**config.mk**
```make
export PLATFORM = sky130hd
export DESIGN_NAME = gpio_irq_detect
export DESIGN_NICKNAME = d
export VERILOG_FILES = /design/src/rtl/gpio_irq_pkg.sv /design/src/rtl/gpio_irq_cfg.sv /design/src/rtl/gpio_irq_core.sv /design/src/rtl/gpio_irq_detect.sv
export SDC_FILE = /design/constraint.sdc
export NUM_CORES = 1
export LEC_CHECK = 0
export BUFFER_PORTS_ARGS = -buffer_cell sky130_fd_sc_hd__clkbuf_2
export CORE_UTILIZATION = 64
export CTS_CLUSTER_SIZE = 12
export DETAILED_ROUTE_END_ITERATION = 6
export GPL_ROUTABILITY_DRIVEN = 0
export GPL_TIMING_DRIVEN = 0
export PLACE_DENSITY = 0.84
export SETUP_SLACK_MARGIN = 0.1
export SLEW_MARGIN = 20
export SYNTH_ARGS = -nofsm -noshare
export SYNTH_HDL_FRONTEND = slang
export SYNTH_SLANG_ARGS = --single-unit
export TNS_END_PERCENT = 5
```
**constraint.sdc**
```tcl
create_clock -name clk -period 3.3 [get_ports clk]
set_clock_uncertainty 0.05 [all_clocks]
set_input_delay 0 -clock clk [delete_from_list [all_inputs] [get_ports clk]]
set_output_delay 0 -clock clk [all_outputs]
set_load 0.01 [all_outputs]
```
**src/rtl/gpio_irq_pkg.sv**
```systemverilog
package gpio_irq_pkg;

  localparam int REG_ADDR_W = 12;

  localparam logic [REG_ADDR_W-1:0] OFS_MASK    = 12'h20C;
  localparam logic [REG_ADDR_W-1:0] OFS_UNMASK  = 12'h210;
  localparam logic [REG_ADDR_W-1:0] OFS_MASKSET = 12'h214;
  localparam logic [REG_ADDR_W-1:0] OFS_STAT    = 12'h218;
  localparam logic [REG_ADDR_W-1:0] OFS_TYPE    = 12'h21C;
  localparam logic [REG_ADDR_W-1:0] OFS_POL     = 12'h220;
  localparam logic [REG_ADDR_W-1:0] OFS_ANY     = 12'h224;

  typedef enum logic [2:0] {
    SEL_NONE, SEL_MASK, SEL_UNMASK, SEL_MASKSET,
    SEL_STAT, SEL_TYPE, SEL_POL, SEL_ANY
  } reg_sel_e;

  // Map a byte offset onto the register it addresses.
  function automatic reg_sel_e decode_reg(input logic [REG_ADDR_W-1:0] addr);
    case (addr)
      OFS_MASK:    return SEL_MASK;
      OFS_UNMASK:  return SEL_UNMASK;
      OFS_MASKSET: return SEL_MASKSET;
      OFS_STAT:    return SEL_STAT;
      OFS_TYPE:    return SEL_TYPE;
      OFS_POL:     return SEL_POL;
      OFS_ANY:     return SEL_ANY;
      default:     return SEL_NONE;
    endcase
  endfunction

  // One pin's event condition for the current cycle.
  // edge_mode=0: level match; edge_mode=1: directed edge, or both edges.
  function automatic logic pin_hit(input logic now, input logic prev,
                                   input logic edge_mode, input logic pol,
                                   input logic both);
    if (!edge_mode)  return now == pol;
    else if (both)   return now ^ prev;
    else if (pol)    return now & ~prev;
    else             return ~now & prev;
  endfunction

endpackage

```
**src/rtl/gpio_irq_cfg.sv**
```systemverilog
module gpio_irq_cfg
  import gpio_irq_pkg::*;
#(
  parameter int NPIN = 32
) (
  input  logic            clk,
  input  logic            rst_n,
  input  logic            wr_fire,
  input  reg_sel_e        sel,
  input  logic [NPIN-1:0] wbits,
  output logic [NPIN-1:0] type_q,
  output logic [NPIN-1:0] pol_q,
  output logic [NPIN-1:0] any_q,
  output logic [NPIN-1:0] mask_q
);

  always_ff @(posedge clk) begin
    if (!rst_n) begin
      type_q <= '0;
      pol_q  <= '0;
      any_q  <= '0;
      mask_q <= '1;
    end else if (wr_fire) begin
      case (sel)
        SEL_TYPE:    type_q <= wbits;
        SEL_POL:     pol_q  <= wbits;
        SEL_ANY:     any_q  <= wbits;
        SEL_UNMASK:  mask_q <= mask_q & ~wbits;
        SEL_MASKSET: mask_q <= mask_q | wbits;
        default:     ;
      endcase
    end
  end

endmodule

```
**src/rtl/gpio_irq_core.sv**
```systemverilog
module gpio_irq_core
  import gpio_irq_pkg::*;
#(
  parameter int NPIN = 32
) (
  input  logic            clk,
  input  logic            rst_n,
  input  logic [NPIN-1:0] pin_in,
  input  logic [NPIN-1:0] type_q,
  input  logic [NPIN-1:0] pol_q,
  input  logic [NPIN-1:0] any_q,
  input  logic [NPIN-1:0] clr_vec,
  output logic [NPIN-1:0] hit_vec,
  output logic [NPIN-1:0] status_q
);

  for (genvar g = 0; g < NPIN; g++) begin : g_pin
    logic prev_q;
    logic stat_q;
    logic hit;

    assign hit = pin_hit(pin_in[g], prev_q, type_q[g], pol_q[g], any_q[g]);

    always_ff @(posedge clk) begin
      if (!rst_n) begin
        prev_q <= 1'b0;
        stat_q <= 1'b0;
      end else begin
        prev_q <= pin_in[g];
        if (hit)             stat_q <= 1'b1;   // set wins over clear
        else if (clr_vec[g]) stat_q <= 1'b0;
      end
    end

    assign hit_vec[g]  = hit;
    assign status_q[g] = stat_q;
  end

endmodule

```
**src/rtl/gpio_irq_detect.sv**
```systemverilog
module gpio_irq_detect
  import gpio_irq_pkg::*;
#(
  parameter int NPIN   = 32,
  parameter int DATA_W = 32
) (
  input  logic                  clk,
  input  logic                  rst_n,
  input  logic                  bus_sel,
  input  logic                  bus_wr,
  input  logic [REG_ADDR_W-1:0] bus_addr,
  input  logic [DATA_W-1:0]     bus_wdata,
  output logic [DATA_W-1:0]     bus_rdata,
  input  logic [NPIN-1:0]       pin_in,
  output logic                  irq_out
);

  reg_sel_e        sel_w;
  logic            wr_fire;
  logic [NPIN-1:0] wbits;
  logic [NPIN-1:0] type_q, pol_q, any_q, mask_q;
  logic [NPIN-1:0] status_q, hit_vec, clr_vec, pend_vec;
  logic [NPIN-1:0] rd_vec;

  assign sel_w   = decode_reg(bus_addr);
  assign wr_fire = bus_sel & bus_wr;
  assign wbits   = bus_wdata[NPIN-1:0];
  assign clr_vec = (wr_fire && sel_w == SEL_STAT) ? wbits : '0;

  gpio_irq_cfg #(.NPIN(NPIN)) u_cfg (
    .clk     (clk),
    .rst_n   (rst_n),
    .wr_fire (wr_fire),
    .sel     (sel_w),
    .wbits   (wbits),
    .type_q  (type_q),
    .pol_q   (pol_q),
    .any_q   (any_q),
    .mask_q  (mask_q)
  );

  gpio_irq_core #(.NPIN(NPIN)) u_core (
    .clk      (clk),
    .rst_n    (rst_n),
    .pin_in   (pin_in),
    .type_q   (type_q),
    .pol_q    (pol_q),
    .any_q    (any_q),
    .clr_vec  (clr_vec),
    .hit_vec  (hit_vec),
    .status_q (status_q)
  );

  assign pend_vec = status_q & ~mask_q;
  assign irq_out  = |pend_vec;

  always_comb begin
    rd_vec = '0;
    if (bus_sel && !bus_wr) begin
      case (sel_w)
        SEL_MASK: rd_vec = mask_q;
        SEL_STAT: rd_vec = status_q;
        SEL_TYPE: rd_vec = type_q;
        SEL_POL:  rd_vec = pol_q;
        SEL_ANY:  rd_vec = any_q;
        default:  rd_vec = '0;
      endcase
    end
  end

  assign bus_rdata = DATA_W'(rd_vec);

endmodule

```
==> flow_metrics.env <==
export IMPL_cp_cell_sequence="clkbuf_2 > buf_2 > nor3_1 > dlygate4sd1_1 > a222oi_1 > nor2_1 > clkbuf_2"
export IMPL_area_delta_synth_final_pct=19.9
export IMPL_syn_inst=1254
export IMPL_synth_edf_count=0
export IMPL_portBuffers=109
export IMPL_start_util=0.667
export IMPL_viasPerCell=6.62
export IMPL_drt_wl_total_mm=35.5
export IMPL_synth_common_cells="dfxtp_1, nand3_1, inv_1, o21ai_0, nand2_1"
export IMPL_yosys_warnings=0
export IMPL_finalCritPeriodShare=0.702
export IMPL_ios=113
export IMPL_cts_buffers_inserted=17
export IMPL_post_cts_setup_buffer_count=0
export IMPL_yosys_area_top_type="dfxtp_1"
export IMPL_ctsLongestPathBuffers=2
export IMPL_cts_root_buf="clkbuf_16"
export IMPL_final_nets=1591
export IMPL_path_clk_slew_ns=0.07
export IMPL_cp_required_ns=3.25
export IMPL_combPwrFrac=0.115
export IMPL_yosys_top_cells_area="dfxtp_1, nand3_1, ha_1, o21ai_0, a22o_1"
export IMPL_dr_total_vias=11100
export IMPL_rows=45
export IMPL_maxCapViolations=0
export IMPL_async_reset_ff_frac=0
export IMPL_grt_use_total=0.431
export IMPL_first_global_vias=10300
export IMPL_slew_viol_final=0
export IMPL_clkPwrFrac=0.412
export IMPL_finalSetupViolCount=0
export IMPL_ys_seq_area_frac=0.374
export IMPL_yosysMostFrequentCell="dfxtp_1"
export IMPL_path_class="in -> out"
export IMPL_cts_resized=0
export IMPL_cp_arrival_ns=2.27
export IMPL_place_area_mm2=0.0111
export IMPL_clock_sinks=192
export IMPL_setup_slack_ns=0.985
export IMPL_h_tree_depth=4
export IMPL_switching_power_mw=1.31
export IMPL_slowest_stage="nor3_1"
export IMPL_routedWlPerCell_um=21.2
export IMPL_pre_cts_ws_ns=1.20
export IMPL_drt_iter0_markers=1727
export IMPL_ir_worst_vdd_v=0.000408
export IMPL_drt_pass1_iter_count=7
export IMPL_violations="design-rule violations"
export IMPL_totalNegativeSetupSlack_ns=0
export IMPL_cts_tree="built"
export IMPL_endpoint_kind="output pin"
export IMPL_power_leakage_nw=5.56
export IMPL_cts_hold_buf=65
export IMPL_intPower_mw=3.77
export IMPL_drc=14
export IMPL_synth_avg_cell_area_um2=8.20
export IMPL_antenna_found_initial=1
export IMPL_synthesis_area_mm2=0.0103
export IMPL_die_area_mm2=0.0166
export IMPL_worstSkewPairLatency_ns=0.44
export IMPL_fmax_mhz=432
export IMPL_synth_nets=1398
export IMPL_synth_top_area_frac=0.374
export IMPL_overflow=0
export IMPL_min_path_type="in -> reg"
export IMPL_cpMostUsedCell="clkbuf_2"
export IMPL_grt_max_degree=17
export IMPL_synthFlopType="dfxtp_1"
export IMPL_hold_viol_final=0
export IMPL_die_w_um=129
export IMPL_period_needed_ns=2.32
export IMPL_max_stage_delay_ns=0.68
export IMPL_die_h_um=129
export IMPL_status="complete, but fails checks"
export IMPL_fp_coreArea_mm2=0.0154
export IMPL_drive_gt1_frac=0.111
export IMPL_drt_antenna_violating_nets=0
export IMPL_synth_seq_cells=192
export IMPL_crit_fanout=10
export IMPL_worst_slew_pin_slew_ns=1.18
export IMPL_ys_types=41
export IMPL_rsz0062_at_grt="no"
export IMPL_relSlewSlack=0.212
export IMPL_seqPwrFrac=0.473
export IMPL_powerDensity_mw_per_mm2=412
export IMPL_p_sw_frac=0.258
export IMPL_start_kind="input pin"
export IMPL_grt_pass1_wl_mm=53.6
export IMPL_final_area_mm2=0.0123
export IMPL_dp_hpwl_mm=23.4
==> layer usage <==
layer,routed length (um),part of all wire,vias to the layer above,global-route usage
met5,0,0,-,0
met4,2150,0.060,0,0.282
met3,4760,0.13,201,0.127
met2,15700,0.44,865,0.674
met1,12900,0.36,5137,0.516
li1,-,-,4865,-
==> final timing paths <==
path / slack [ns] / cells after the start / from / endpoint
worst min register to register: 0.43 / 2 / u_core.g_pin[10].stat_q / u_core.g_pin[10].stat_q
worst min-delay path: 0.007 / 4 / bus_addr[2] / flip-flop
worst max register to register: 1.92 / 5 / u_core.g_pin[29].prev_q / u_core.g_pin[29].stat_q
worst max-delay path: 0.98 / 7 / bus_addr[2] / bus_rdata[11]
==> power groups by stage <==
| stage | Combinational (mW) | Sequential (mW) | Clock [mW] |
|---|---|---|---|
| 2_1_floorplan | 0.288 | 2.45 | 0 |
| 3_3_place_gp | 0.477 | 2.45 | 0 |
| 3_5_place_dp | 0.491 | 2.45 | 0 |
| 4_1_cts | 0.556 | 2.40 | 2.05 |
| 5_1_grt | 0.625 | 2.41 | 2.16 |
| 6_report | 0.582 | 2.40 | 2.09 |
==> critical path, delay by kind of cell <==
kind / cells / cell delay (ns)
buffers and inverters: 4 / 1.14
and+or+nand+nor: 2 / 0.94
AOI/OAI and AO/OA: 1 / 0.19
==> cells by family (layout without fill, tap and decap cells) <==
kind of cell	count (synthesis)	after routing	synth area share
XOR/XNOR	32	32	0.0273
AND/OR/NAND/NOR	382	382	0.189
AO/OA/AOI/OAI	369	369	0.248
adder cells (fa/ha/maj)	64	64	0.0779
other	0	2	0
flip-flops	192	192	0.374
buffers and inverters	215	420	0.0841
==> placed cells by master (no fill, tap or decap), drive strengths merged, types with 33 or more instances in the layout <==
cell type	count
ha	64
nor2	33
nand3	161
o21ai	128
dlygate4sd3	65
o22ai	48
a22o	64
nor2b	34
dfxtp	192
clkbuf	190
inv	128
nand2	96
==> stage by stage <==
step                total power [mW]  instances  hold slack [ns]  utilization
floorplan                       2.73       1254           0.0717            -
global placement                2.93       1574            0.217        0.719
detailed placement              2.94       1574            0.221        0.719
CTS                             5.00       1670          0.00885        0.799
global route                    5.19       1670           0.0471        0.799
finish                          5.08       1672          0.00666        0.799
==> cell type report <==
class | count | area (um2)
clock buffers | 21 | 470
diodes | 2 | 5.00
repair buffers | 174 | 1200
plain buffers | 87 | 384
well taps | 211 | 264
multi-input cells | 847 | 5570
clock inverters | 10 | 111
fillers | 1076 | 3100
inverters | 128 | 480
flip-flops and latches | 192 | 3840
No activity file was read; power rests on OpenSTA's default activity.
